**config.mk**
```make
export PLATFORM = sky130hd
export DESIGN_NAME = dbus_router
export DESIGN_NICKNAME = d
export VERILOG_FILES = /design/src/rtl/dbus_pkg.sv /design/src/rtl/dbus_const_reg.sv /design/src/rtl/dbus_src_mux.sv /design/src/rtl/dbus_out_reg.sv /design/src/rtl/dbus_router.sv
export SDC_FILE = /design/constraint.sdc
export NUM_CORES = 1
export LEC_CHECK = 0
export ABC_CLOCK_PERIOD_IN_PS = 1600
export BUFFER_PORTS_ARGS = -buffer_cell sky130_fd_sc_hd__buf_2
export CORE_UTILIZATION = 50
export CTS_CLUSTER_DIAMETER = 40
export CTS_CLUSTER_SIZE = 24
export DETAILED_ROUTE_END_ITERATION = 7
export HOLD_SLACK_MARGIN = 0.1
export PLACE_DENSITY_LB_ADDON = 0.25
export SYNTH_ARGS = -nofsm -noshare
export SYNTH_HDL_FRONTEND = slang
export SYNTH_SLANG_ARGS = --single-unit
```
**constraint.sdc**
```tcl
create_clock -name clk -period 1.6 [get_ports clk]
set_input_delay 0.08 -clock clk [delete_from_list [all_inputs] [get_ports clk]]
set_output_delay 0.08 -clock clk [all_outputs]
set_load 0.01 [all_outputs]
```
**src/rtl/dbus_pkg.sv**
```systemverilog
package dbus_pkg;
  localparam int SEL_W   = 4;
  localparam int NUM_SRC = 11;

  typedef enum logic [SEL_W-1:0] {
    SRC_CONST    = 4'd0,
    SRC_TIMER_WR = 4'd1,
    SRC_IO_WR    = 4'd2,
    SRC_LIFO_WR  = 4'd3,
    SRC_FIFO_WR  = 4'd4,
    SRC_IO_RD    = 4'd5,
    SRC_PC       = 4'd6,
    SRC_IO_OUT   = 4'd7,
    SRC_ALU      = 4'd8,
    SRC_FIFO_OUT = 4'd9,
    SRC_LIFO_OUT = 4'd10
  } src_code_e;

  typedef enum logic {
    DEST_REGA  = 1'b0,
    DEST_MULTO = 1'b1
  } dest_e;

  // a select code reaches a wired source only below the source count
  function automatic logic code_is_wired(input logic [SEL_W-1:0] code);
    return 32'(code) < NUM_SRC;
  endfunction
endpackage

```
**src/rtl/dbus_const_reg.sv**
```systemverilog
module dbus_const_reg #(
  parameter int DATA_W = 16
) (
  input  logic              clk,
  input  logic              rst,
  input  logic              ld,
  input  logic [DATA_W-1:0] d,
  output logic [DATA_W-1:0] q
);
  always_ff @(posedge clk) begin
    if (rst)     q <= '0;
    else if (ld) q <= d;
  end
endmodule

```
**src/rtl/dbus_src_mux.sv**
```systemverilog
module dbus_src_mux #(
  parameter int DATA_W  = 16,
  parameter int NUM_SRC = 11,
  parameter int SEL_W   = 4
) (
  input  logic [NUM_SRC-1:0][DATA_W-1:0] srcs,
  input  logic [SEL_W-1:0]               sel,
  output logic [DATA_W-1:0]              sel_val
);
  always_comb begin
    sel_val = '0;
    for (int i = 0; i < NUM_SRC; i++) begin
      if (sel == SEL_W'(i)) sel_val = srcs[i];
    end
  end
endmodule

```
**src/rtl/dbus_out_reg.sv**
```systemverilog
module dbus_out_reg #(
  parameter int DATA_W = 16
) (
  input  logic              clk,
  input  logic              rst,
  input  logic              ld,
  input  logic [DATA_W-1:0] d,
  output logic [DATA_W-1:0] q
);
  always_ff @(posedge clk) begin
    if (rst)     q <= '0;
    else if (ld) q <= d;
  end
endmodule

```
**src/rtl/dbus_router.sv**
```systemverilog
module dbus_router
  import dbus_pkg::*;
#(
  parameter int DATA_W = 16
) (
  input  logic              clk,
  input  logic              rst,
  input  logic [DATA_W-1:0] instr_word,
  input  logic              instr_is_data,
  input  logic [DATA_W-1:0] timer_wr_reg,
  input  logic [DATA_W-1:0] io_wr_reg,
  input  logic [DATA_W-1:0] lifo_wr_reg,
  input  logic [DATA_W-1:0] fifo_wr_reg,
  input  logic [DATA_W-1:0] io_rd_reg,
  input  logic [DATA_W-1:0] pc_val,
  input  logic [DATA_W-1:0] io_unit_out,
  input  logic [DATA_W-1:0] alu_result,
  input  logic [DATA_W-1:0] fifo_pop_val,
  input  logic [DATA_W-1:0] lifo_pop_val,
  input  logic              xfer_en,
  input  logic              xfer_dest,
  input  logic [SEL_W-1:0]  rega_sel,
  input  logic [SEL_W-1:0]  multo_sel,
  output logic [DATA_W-1:0] rega_out,
  output logic [DATA_W-1:0] multo_out
);
  localparam int NUM_DEST = 2;

  logic [DATA_W-1:0]               const_q;
  logic [NUM_SRC-1:0][DATA_W-1:0]  src_bus;
  logic [NUM_DEST-1:0][SEL_W-1:0]  dest_sel;
  logic [NUM_DEST-1:0][DATA_W-1:0] dest_next;
  logic [NUM_DEST-1:0][DATA_W-1:0] dest_q;
  logic [NUM_DEST-1:0]             dest_ld;

  // named events for the checker
  logic              rega_load, multo_load;
  logic [DATA_W-1:0] rega_next, multo_next;

  dbus_const_reg #(.DATA_W(DATA_W)) u_const (
    .clk(clk), .rst(rst), .ld(instr_is_data), .d(instr_word), .q(const_q)
  );

  always_comb begin
    src_bus               = '0;
    src_bus[SRC_CONST]    = const_q;
    src_bus[SRC_TIMER_WR] = timer_wr_reg;
    src_bus[SRC_IO_WR]    = io_wr_reg;
    src_bus[SRC_LIFO_WR]  = lifo_wr_reg;
    src_bus[SRC_FIFO_WR]  = fifo_wr_reg;
    src_bus[SRC_IO_RD]    = io_rd_reg;
    src_bus[SRC_PC]       = pc_val;
    src_bus[SRC_IO_OUT]   = io_unit_out;
    src_bus[SRC_ALU]      = alu_result;
    src_bus[SRC_FIFO_OUT] = fifo_pop_val;
    src_bus[SRC_LIFO_OUT] = lifo_pop_val;
  end

  assign dest_sel[DEST_REGA]  = rega_sel;
  assign dest_sel[DEST_MULTO] = multo_sel;

  for (genvar g = 0; g < NUM_DEST; g++) begin : g_dest
    dbus_src_mux #(.DATA_W(DATA_W), .NUM_SRC(NUM_SRC), .SEL_W(SEL_W)) u_mux (
      .srcs(src_bus), .sel(dest_sel[g]), .sel_val(dest_next[g])
    );
    assign dest_ld[g] = xfer_en && (xfer_dest == 1'(g));
    dbus_out_reg #(.DATA_W(DATA_W)) u_out (
      .clk(clk), .rst(rst), .ld(dest_ld[g]), .d(dest_next[g]), .q(dest_q[g])
    );
  end

  assign rega_load  = dest_ld[DEST_REGA];
  assign multo_load = dest_ld[DEST_MULTO];
  assign rega_next  = dest_next[DEST_REGA];
  assign multo_next = dest_next[DEST_MULTO];
  assign rega_out   = dest_q[DEST_REGA];
  assign multo_out  = dest_q[DEST_MULTO];
endmodule

```
### After elaboration in Yosys (flattened, before gate mapping)

Index checks and enable logic that the tools add are counted.

| cells by class | value |
|---|---|
| equality and inequality tests | 20 |
| multiplexer cells | 22 |
| bitwise operators | 1 |
| reductions and logical operators | 4 |

Operators with widths:

| cell | number |
|---|---|
| two-way mux 16 bit | 22 |
| == test 4 x 3 -> 1 bit, second input constant | 8 |
| == test 4 bit, second input constant | 6 |
| == test 4 x 2 -> 1 bit, second input constant | 4 |
| == test 4 x 1 -> 1 bit, second input constant | 2 |
| zero test 4 bit | 2 |
| logical AND 1 bit | 2 |
| NOT 1 bit | 1 |

| storage, ports and cells | value |
|---|---|
| flip-flop bits (word level) | 48 |
| input port bits | 189 |
| output and inout bits | 32 |
| logic and storage cells | 50 |

### Depth between registers and ports, before layout

Gate-level depths: netlist of run 1.

| logic depth | value |
|---|---|
| depth after elaboration | 12 |
| gate-level depth with buffers | 9 |
| gate-level depth less buffers | 5 |

### By module

A second synthesis of run 1 with hierarchy kept.

| unflattened totals | value |
|---|---|
| cells, all modules | 750 |
| area total of the unflattened synthesis | 5541.6 µm² |

By module, submodules not included:

| module | times used | cells an instance | area an instance (µm²) | sequential area each (µm²) |
|---|---|---|---|---|
| dbus_src_mux | 2 | 296 | 1891.8 | 0.0 |
| dbus_out_reg | 2 | 52 | 580.6 | 320.3 |
| dbus_const_reg | 1 | 52 | 580.6 | 320.3 |
| dbus_router | 1 | 2 | 16.3 | 0.0 |

### Least setup slack after synthesis of run 1

OpenSTA, ideal clock, no wires.

| timing path | value |
|---|---|
| path type | input to register |
| from | in multo_sel[1] |
| to | reg g_dest[1].u_out.q[2] |
| library setup time | 132 ps |
| arrival | 1286 ps |
| data required time | 1468 ps |
| setup slack | 182 ps |
| cell stages on the path | 6 |
| path buffers | 1 |
| cell sequence | buf_4 > mux2_2 > a221o_1 > a221o_1 > o2111ai_1 > a21oi_1 |

| on the way | value |
|---|---|
| longest elaborated chain between the ends | 12 |

RTL lines:

| item | line | text |
|---|---|---|
| start, declared | dbus_router.sv:23 | `input logic [SEL_W-1:0] multo_sel,` |
| zero test 4 bit | dbus_src_mux.sv:13 | `if (sel == SEL_W'(i)) sel_val = srcs[i];` |
| two-way mux 16 bit (10 in a row) | dbus_src_mux.sv:13 |  |
| two-way mux 16 bit (*) | dbus_src_mux.sv:13 |  |
| end signal, assigned | dbus_out_reg.sv:11 | `if (rst) q <= '0;` |
| end signal, assigned | dbus_out_reg.sv:12 | `else if (ld) q <= d;` |
| end, declared | dbus_out_reg.sv:8 | `output logic [DATA_W-1:0] q` |

Mark *: on every way between the ends. The rest lies on a longest branch, timed or not.
A chain may end at the register's enable or synchronous reset.

### Final worst setup path of run 1

| timing path | value |
|---|---|
| from | reg u_const.q[12] |
| to | reg g_dest[1].u_out.q[12] |

| on the way | value |
|---|---|
| longest elaborated chain between the ends | 11 |

RTL lines:

| item | line | text |
|---|---|---|
| start, declared | dbus_const_reg.sv:8 | `output logic [DATA_W-1:0] q` |
| start signal, assigned | dbus_const_reg.sv:11 | `if (rst) q <= '0;` |
| start signal, assigned | dbus_const_reg.sv:12 | `else if (ld) q <= d;` |
| two-way mux 16 bit (11 in a row) | dbus_src_mux.sv:13 |  |

No other way between the ends.

==> results of run 1 <==
sequential cells by signal (all words and copies together) (netlist names):
name,count
g_dest.u_out.q,32
u_const.q,16
worst min-delay path by stage:
stage	from	endpoint	slack, ns	depth (start not counted)
2_1_floorplan	instr_word[10]	u_const.q[10]	0.23	2
3_3_place_gp	instr_word[9]	u_const.q[9]	0.32	3
3_5_place_dp	instr_word[5]	u_const.q[5]	0.33	3
4_1_cts	lifo_pop_val[1]	g_dest[0].u_out.q[1]	0.12	3
5_1_grt	lifo_pop_val[8]	g_dest[1].u_out.q[8]	0.13	3
6_report	lifo_pop_val[1]	g_dest[0].u_out.q[1]	0.12	3
logic make-up after synthesis:
kind of cell,share of synthesized area [%]
AO/OA/AOI/OAI,33.6
AND/OR/NAND/NOR,17.0
buffers and inverters,8.72
multiplexers,22.3
flip-flops,18.4
final cells by class:
type | count | area, sq um
Clock buffer | 6 | 82.6
Tap cell | 133 | 166
Clock inverter | 2 | 15.0
Multi-Input combinational cell | 538 | 3830
Inverter | 20 | 75.1
Sequential cell | 48 | 961
Timing Repair Buffer | 343 | 2210
Fill cell | 815 | 2610
report_power, final:
group	internal, mW	switching [mW]
logic	0.843	0.914
registers	1.27	0.0514
clock network	0.352	0.496
critical path: cells and delay by family (launching register included):
kind | cells | cell delay (ns)
AO/OA/AOI/OAI | 3 | 0.81
buffers and inverters | 1 | 0.05
multiplexers | 1 | 0.25
flip-flops | 1 | 0.38
through the flow:
stage | util, % | total power [mW] | setup WS, ns
4_1_cts | 73.5 | 3.85 | 0.0128
6_report | 73.8 | 3.93 | 0.0499
3_5_place_dp | 69.4 | 2.96 | -0.198
2_1_floorplan | - | 2.21 | 0.182
3_3_place_gp | 69.4 | 2.93 | -0.0824
5_1_grt | 73.8 | 4.09 | -0.0130
repair_timing:
item,in CTS,in global routing
resized for setup,0,8
hold buffers,31,0
endpoints found under the setup margin,0,6
endpoints found under the hold margin,33,0
placed cells by master (no fill, tap or decap), drive strengths merged, types with 6 or more instances in the layout:
cell         instances
inv                 20
a211oi              19
a21oi               52
nand3                9
a31oi                9
nand2b              12
dfxtp               48
o211ai               9
mux4                22
nor2                86
o21a                10
mux2                19
a22oi               15
clkbuf               6
dlygate4sd3         31
nand2               40
a2111oi              7
buf                312
mux2i               43
o221ai              16
o22ai               16
nor2b               13
o21ai               72
routing by layer:
layer	track usage (%)	part of all wire, %	wire length [microns]
met5	0	0	0
met1	55.8	38	9030
met2	70.1	45	10700
met3	8.27	13	3090
met4	12.7	3.1	739
==> report_table.html, run 1 <==
<table>
<tr><th>Metric</th><th>Value</th></tr>
<tr><th colspan="2">Run status</th></tr>
<tr><td>Result of the run</td><td>completed</td></tr>
<tr><th colspan="2">Final layout</th></tr>
<tr><td>Ratio of cells with drive above 1 in the final layout</td><td>around 40%</td></tr>
<tr><td>Post-route cell area</td><td>0.00735 sq mm</td></tr>
<tr><td>Ant. Diodes</td><td>0</td></tr>
<tr><td>Count of placed standard cells in the final layout, fillers left out</td><td>roughly 1100</td></tr>
<tr><td>Area overhead of the layout relative to synthesis</td><td>40.8%</td></tr>
<tr><td>Total number of nets in the final design</td><td>approximately 1100</td></tr>
<tr><th colspan="2">Setup path</th></tr>
<tr><td>CP Cell Sequence</td><td>mux4_2 &gt; inv_1 &gt; a211oi_2 &gt; o221ai_1 &gt; a211oi_2</td></tr>
<tr><td>Required arrival time at the worst endpoint</td><td>1.85 ns</td></tr>
<tr><td>Sort of element at the end of the critical path</td><td>flop</td></tr>
<tr><td>Critical Path Source Type</td><td>flop</td></tr>
<tr><td>Start of the worst register-to-register path</td><td>u_const.q[12]</td></tr>
<tr><td>Top fanout value on the critical path</td><td>3</td></tr>
<tr><td>Timing startpoint of the critical path</td><td>u_const.q[12]</td></tr>
<tr><td>Worst path arrival time</td><td>1.80 ns</td></tr>
<tr><td>Most used cell, CP</td><td>a211oi_2</td></tr>
<tr><td>Last element of the critical path</td><td>g_dest[1].u_out.q[12]</td></tr>
<tr><td>Register-to-Register Path Depth</td><td>5</td></tr>
<tr><td>Slowest stage cell, crit path</td><td>dfxtp_1</td></tr>
<tr><td>Destination of the worst register-to-register timing path</td><td>g_dest[1].u_out.q[12]</td></tr>
<tr><td>Critical setup path kind</td><td>reg2reg</td></tr>
<tr><td>Reg2reg setup slack</td><td>0.05 ns</td></tr>
<tr><td>Critical path's largest stage delay</td><td>0.38 ns</td></tr>
<tr><th colspan="2">Floorplanning</th></tr>
<tr><td>Chip height</td><td>104 microns</td></tr>
<tr><td>Die width</td><td>104 microns</td></tr>
<tr><td>Number of top-level design ports</td><td>between 200 and 250</td></tr>
<tr><td>Number of placement rows</td><td>36</td></tr>
<tr><td>Area of the die</td><td>roughly 0.011 sq mm</td></tr>
<tr><td>Initial core utilization</td><td>52.4%</td></tr>
<tr><td>Core Region</td><td>0.00995 sq mm</td></tr>
<tr><th colspan="2">Logic synthesis</th></tr>
<tr><td>Most numerous cell in the Yosys netlist</td><td>nor2_1</td></tr>
<tr><td>Most instantiated cells after synthesis</td><td>nor2_1, o21ai_0, a21oi_1</td></tr>
<tr><td>Synth Net Count</td><td>860</td></tr>
<tr><td>Sequential-to-total area share from yosys stat</td><td>18.4%</td></tr>
<tr><td>Top FF cell, synth</td><td>dfxtp_1</td></tr>
<tr><td>Average instance area after synthesis</td><td>7.78 sq um</td></tr>
<tr><td>Dominant cell type by area after synthesis</td><td>dfxtp_1</td></tr>
<tr><td>Fraction of synthesized cell area taken by the top area cell type</td><td>approximately 18%</td></tr>
<tr><td>Count of cell types in the netlist</td><td>61</td></tr>
<tr><td>Count of synthesis-stage warnings from yosys</td><td>0</td></tr>
<tr><td>Synthesized instance count</td><td>671</td></tr>
<tr><td>Flop and latch count out of synthesis</td><td>48</td></tr>
<tr><td>Cell types with the largest area share after synthesis</td><td>dfxtp_1, mux2i_1, o21ai_0</td></tr>
<tr><td>Asr flop ratio synth</td><td>0%</td></tr>
<tr><td>Synth Cell Area</td><td>roughly 0.0052 sq mm</td></tr>
<tr><td>Count of flip-flops with a built-in enable after synthesis</td><td>0</td></tr>
<tr><th colspan="2">Timing</th></tr>
<tr><td>Max Clock Skew</td><td>0.0102 ns</td></tr>
<tr><td>Number of setup violations in the final report</td><td>0</td></tr>
<tr><td>Maximum achievable frequency</td><td>0.645 GHz</td></tr>
<tr><td>Worst Tran Pin Value</td><td>between 0.5 and 0.6 ns</td></tr>
<tr><td>Max transition margin</td><td>62.4%</td></tr>
<tr><td>Final number of hold-violating endpoints</td><td>0</td></tr>
<tr><td>Tcrit/Tclk final</td><td>96.9%</td></tr>
<tr><td>Worst Hold Slack</td><td>0.119 ns</td></tr>
<tr><td>Final Max Slew Viols</td><td>0</td></tr>
<tr><td>Aggregate negative setup slack</td><td>0 ns</td></tr>
<tr><td>Post-route minimum period</td><td>1.55 ns</td></tr>
<tr><th colspan="2">Place</th></tr>
<tr><td>Placement-stage cell area</td><td>between 0.006 and 0.007 sq mm</td></tr>
<tr><td>Detail Placement HPWL</td><td>18.1 mm</td></tr>
<tr><td>Gpl congestion</td><td>0.975</td></tr>
<tr><td>Buffers added on ports</td><td>220</td></tr>
<tr><td>Number of placed instances with taps included</td><td>approximately 1100</td></tr>
<tr><th colspan="2">Global route</th></tr>
<tr><td>Gr ovfl total</td><td>0</td></tr>
<tr><td>Global routing usage summed across all routing layers</td><td>between 40% and 50%</td></tr>
<tr><td>Via count of the first global-routing pass</td><td>6858</td></tr>
<tr><td>Global-route wire length before repair</td><td>36.4 mm</td></tr>
<tr><td>Number of antenna violations at the first check in global routing</td><td>1</td></tr>
<tr><td>Largest net degree at the start of global routing</td><td>27</td></tr>
<tr><th colspan="2">Route</th></tr>
<tr><td>Overall via count from detail_route</td><td>7085</td></tr>
<tr><td>Total length of routed wires</td><td>23.5 mm</td></tr>
<tr><td>Pre-Repair DR Iteration Count</td><td>6</td></tr>
<tr><td>Number of DRC violations after detailed routing</td><td>0</td></tr>
<tr><td>Initial DRC Count</td><td>806</td></tr>
<tr><td>Detail Route Antenna Nets</td><td>0</td></tr>
<tr><td>Mean number of vias per cell</td><td>6.50</td></tr>
<tr><td>Average wire length per cell after detail routing</td><td>21.6 microns</td></tr>
<tr><th colspan="2">Power</th></tr>
<tr><td>Leakage</td><td>3.33 nW</td></tr>
<tr><td>Worst IR Drop VDD</td><td>378 uV</td></tr>
<tr><td>Pwr Density</td><td>534 mW/mm^2</td></tr>
<tr><th colspan="2">CTS</th></tr>
<tr><td>Clock tree buffer depth</td><td>2</td></tr>
<tr><td>Buffer type at the clock tree root</td><td>clkbuf_8</td></tr>
<tr><td>Clock-pin slew of the registers on the worst-case setup and hold paths</td><td>0.11 ns</td></tr>
<tr><td>Buffer count from post-CTS setup fixing</td><td>0</td></tr>
<tr><td>Num CTS Buffers</td><td>5</td></tr>
<tr><td>Later-pin clock latency in the skew report</td><td>about 0.33 ns</td></tr>
<tr><td>Clock tree from TritonCTS</td><td>done</td></tr>
<tr><td>Count of clock tree sinks</td><td>48</td></tr>
<tr><td>H-Tree Depth</td><td>2</td></tr>
<tr><th colspan="2">Run</th></tr>
<tr><td>Count of maximum capacitance violations</td><td>0</td></tr>
<tr><th colspan="2">Min path</th></tr>
<tr><td>Min-Delay Path Class</td><td>in2reg</td></tr>
</table>
No activity file was read; power rests on OpenSTA's default activity.
==> run 2, diff against run 1 <==
- CORE_MARGIN: unset -> 10
- SYNTH_HIERARCHICAL: unset -> 1
==> report_table.html, run 2 <==
<table>
<tr><th>Metric</th><th>Value</th></tr>
<tr><th colspan="2">Run status</th></tr>
<tr><td>Result of the run</td><td>completed</td></tr>
<tr><th colspan="2">Final layout</th></tr>
<tr><td>Ratio of cells with drive above 1 in the final layout</td><td>31.4%</td></tr>
<tr><td>Core occupancy in the finished layout</td><td>66.6%</td></tr>
<tr><td>Register ranked first by flip-flop count</td><td>g_dest.u_out/q</td></tr>
<tr><td>Total number of nets in the final design</td><td>1167</td></tr>
<tr><td>Commonest non-fill, non-tap cells in the layout</td><td>buf_2, mux2i_1, o21ai_0, nand2_1, nor2_1</td></tr>
<tr><td>Post-route cell area</td><td>0.00722 sq mm</td></tr>
<tr><td>Most common library cell in the layout ignoring fill and taps</td><td>buf_2</td></tr>
<tr><td>Area overhead of the layout relative to synthesis</td><td>30.3%</td></tr>
<tr><td>Number of flip-flops under the largest register name</td><td>32</td></tr>
<tr><td>Registers with the most flip-flops</td><td>g_dest.u_out/q x32, u_const/q x16</td></tr>
<tr><th colspan="2">CTS</th></tr>
<tr><td>Clock-pin slew of the registers on the worst-case setup and hold paths</td><td>0.10 ns</td></tr>
<tr><td>Num CTS Buffers</td><td>5</td></tr>
<tr><td>Buffer count from post-CTS setup fixing</td><td>0</td></tr>
<tr><td>Later-pin clock latency in the skew report</td><td>0.31 ns</td></tr>
<tr><td>Buffer type at the clock tree root</td><td>clkbuf_8</td></tr>
<tr><td>Count of clock tree sinks</td><td>48</td></tr>
<tr><td>Clock tree buffer depth</td><td>2</td></tr>
<tr><td>H-Tree Depth</td><td>2</td></tr>
<tr><td>Clock tree from TritonCTS</td><td>done</td></tr>
<tr><th colspan="2">Power</th></tr>
<tr><td>Sequential group share of total power</td><td>between 30% and 40%</td></tr>
<tr><td>Leakage</td><td>3.37 nW</td></tr>
<tr><td>Pwr Density</td><td>533 mW/mm^2</td></tr>
<tr><td>Total internal power</td><td>between 2 and 2.5 mW</td></tr>
<tr><td>Switching portion of total power</td><td>35.7%</td></tr>
<tr><td>Design Power</td><td>3.85 mW</td></tr>
<tr><td>Worst IR Drop VDD</td><td>447 uV</td></tr>
<tr><td>Share of total power in the clock network</td><td>23.3%</td></tr>
<tr><td>Share of total power in combinational logic</td><td>a little over two fifths</td></tr>
<tr><td>Net switching power figure</td><td>1.37 mW</td></tr>
<tr><th colspan="2">Timing</th></tr>
<tr><td>Post-route minimum period</td><td>1.57 ns</td></tr>
<tr><td>Worst Tran Pin Value</td><td>a little under 0.9 ns</td></tr>
<tr><td>Worst setup margin</td><td>0.0321 ns</td></tr>
<tr><td>Max Clock Skew</td><td>between 0.004 and 0.005 ns</td></tr>
<tr><td>Aggregate negative setup slack</td><td>0 ns</td></tr>
<tr><td>Maximum achievable frequency</td><td>around 0.64 GHz</td></tr>
<tr><td>Final Max Slew Viols</td><td>0</td></tr>
<tr><td>Setup repair after global routing missed its margin</td><td>no</td></tr>
<tr><td>Number of setup violations in the final report</td><td>0</td></tr>
<tr><td>Final number of hold-violating endpoints</td><td>0</td></tr>
<tr><td>Tcrit/Tclk final</td><td>slightly below 100%</td></tr>
<tr><td>Max transition margin</td><td>between 40% and 50%</td></tr>
<tr><th colspan="2">Logic synthesis</th></tr>
<tr><td>Average instance area after synthesis</td><td>about 7.4 sq um</td></tr>
<tr><td>Flop and latch count out of synthesis</td><td>48</td></tr>
<tr><td>Most numerous cell in the Yosys netlist</td><td>mux2i_1</td></tr>
<tr><td>Count of flip-flops with a built-in enable after synthesis</td><td>0</td></tr>
<tr><td>Synth Cell Area</td><td>0.00554 sq mm</td></tr>
<tr><td>Asr flop ratio synth</td><td>0%</td></tr>
<tr><td>Most instantiated cells after synthesis</td><td>mux2i_1, o21ai_0, nand2_1</td></tr>
<tr><td>Synth Net Count</td><td>approximately 940</td></tr>
<tr><td>Fraction of synthesized cell area taken by the top area cell type</td><td>21.0%</td></tr>
<tr><td>Cell types with the largest area share after synthesis</td><td>mux2i_1, dfxtp_1, o21ai_0</td></tr>
<tr><td>Synthesized instance count</td><td>750</td></tr>
<tr><td>Count of synthesis-stage warnings from yosys</td><td>6</td></tr>
<tr><td>Dominant cell type by area after synthesis</td><td>mux2i_1</td></tr>
<tr><td>Sequential-to-total area share from yosys stat</td><td>17.3%</td></tr>
<tr><td>Top FF cell, synth</td><td>dfxtp_1</td></tr>
<tr><td>Count of cell types in the netlist</td><td>42</td></tr>
<tr><th colspan="2">Floorplanning</th></tr>
<tr><td>Initial core utilization</td><td>51.1%</td></tr>
<tr><td>Die width</td><td>~130 microns</td></tr>
<tr><td>Number of top-level design ports</td><td>221</td></tr>
<tr><td>Core Region</td><td>0.0108 sq mm</td></tr>
<tr><td>Area of the die</td><td>0.0157 sq mm</td></tr>
<tr><td>Number of placement rows</td><td>38</td></tr>
<tr><td>Chip height</td><td>125 microns</td></tr>
<tr><th colspan="2">Place</th></tr>
<tr><td>Gpl congestion</td><td>~0.97</td></tr>
<tr><td>Buffers added on ports</td><td>220</td></tr>
<tr><td>Post-placement worst setup slack</td><td>-0.196 ns</td></tr>
<tr><td>Detail Placement HPWL</td><td>18.0 mm</td></tr>
<tr><td>Placement-stage cell area</td><td>between 0.006 and 0.007 sq mm</td></tr>
<tr><th colspan="2">Global route</th></tr>
<tr><td>Via count of the first global-routing pass</td><td>6896</td></tr>
<tr><td>Global routing usage summed across all routing layers</td><td>27.5%</td></tr>
<tr><td>Number of antenna violations at the first check in global routing</td><td>8</td></tr>
<tr><td>Largest net degree at the start of global routing</td><td>49</td></tr>
<tr><td>Gr ovfl total</td><td>0</td></tr>
<tr><td>Global-route wire length before repair</td><td>about 36 mm</td></tr>
<tr><th colspan="2">Setup path</th></tr>
<tr><td>Required arrival time at the worst endpoint</td><td>1.81 ns</td></tr>
<tr><td>Critical Path Source Type</td><td>flop</td></tr>
<tr><td>Start of the worst register-to-register path</td><td>u_const/q[3]</td></tr>
<tr><td>Sort of element at the end of the critical path</td><td>flop</td></tr>
<tr><td>Worst path arrival time</td><td>approximately 1.8 ns</td></tr>
<tr><td>Critical setup path kind</td><td>reg2reg</td></tr>
<tr><td>Destination of the worst register-to-register timing path</td><td>g_dest[1].u_out/q[3]</td></tr>
<tr><td>Last element of the critical path</td><td>g_dest[1].u_out/q[3]</td></tr>
<tr><td>Timing startpoint of the critical path</td><td>u_const/q[3]</td></tr>
<tr><td>Top fanout value on the critical path</td><td>3</td></tr>
<tr><td>Reg2reg setup slack</td><td>0.03 ns</td></tr>
<tr><td>Register-to-Register Path Depth</td><td>6</td></tr>
<tr><th colspan="2">Route</th></tr>
<tr><td>Total length of routed wires</td><td>23.4 mm</td></tr>
<tr><td>Number of DRC violations after detailed routing</td><td>0</td></tr>
<tr><td>Average wire length per cell after detail routing</td><td>~21 microns</td></tr>
<tr><td>Initial DRC Count</td><td>about 850</td></tr>
<tr><td>Pre-Repair DR Iteration Count</td><td>8</td></tr>
<tr><td>Overall via count from detail_route</td><td>6894</td></tr>
<tr><td>Mean number of vias per cell</td><td>6.13</td></tr>
<tr><td>Detail Route Antenna Nets</td><td>0</td></tr>
<tr><th colspan="2">Run</th></tr>
<tr><td>Count of maximum capacitance violations</td><td>0</td></tr>
<tr><th colspan="2">Min path</th></tr>
<tr><td>Startpoint of the most critical hold path</td><td>rst</td></tr>
<tr><td>Min-Delay Path Class</td><td>in2reg</td></tr>
</table>
==> run 2: critical path, cell delays in order (launching register included) <==
cell and delay, ns:
dfxtp_1 0.35, mux2i_1 0.12, o21ai_0 0.13, a221oi_1 0.50, o211ai_1 0.16, mux2i_1 0.15
nor2_1 0.05
==> run 2: worst min-delay path by stage <==
stage / end / cells after the start / slack [ns]
after floorplan: u_const/q[0] / 2 / 0.23
after detailed placement: u_const/q[3] / 3 / 0.32
final: u_const/q[8] / 3 / 0.22
after global placement: u_const/q[7] / 3 / 0.31
after CTS: u_const/q[8] / 3 / 0.22
after global routing: u_const/q[0] / 3 / 0.23
==> run 2: power groups by stage <==
stage          Sequential, mW  Combinational [mW]  Clock [mW]
6_report                 1.30                1.65       0.896
5_1_grt                  1.31                1.78       0.935
4_1_cts                  1.30                1.60       0.889
3_5_place_dp             1.33                1.57           0
3_3_place_gp             1.33                1.55           0
2_1_floorplan            1.34               0.917           0
==> run 2: final cells by class <==
cell class / instances / area (sq um)
timing repair buffer: 299 / 1850
antenna: 8 / 20.0
fill: 1029 / 3620
clock inverter: 1 / 30.0
sequential: 48 / 961
clock buffer: 5 / 68.8
tap: 140 / 175
inverter: 6 / 22.5
multi-input combinational: 618 / 4090
==> run 2: what timing repair did <==
action | CTS | global route
hold buffers | 16 | 0
setup endpoints to repair | 0 | 4
resized for setup | 0 | 5
endpoints found under the hold margin | 16 | 0
==> run 2: metrics by stage <==
step                      cells  hold slack (ns)
after floorplan             750            0.227
after global placement     1095            0.313
after detailed placement   1095            0.323
after CTS                  1117            0.215
after global routing       1124            0.232
final                      1125            0.216
==> run 2: kinds of logic after synthesis <==
logic type	synth area share, %
AND/OR/NAND/NOR	24.2
multiplexers	21.9
buffers and inverters	9.30
flip-flops	17.3
AO/OA/AOI/OAI	27.3
==> run 2: metal layers <==
metal / GRT usage, % / vias to the layer above / wire, microns
met2: 45.9 / 449 / 10900
met3: 7.27 / 76 / 2560
met5: 0 / - / 0
met4: 13.1 / 0 / 1000
met1: 32.2 / 3115 / 8950
li1: - / 3254 / -
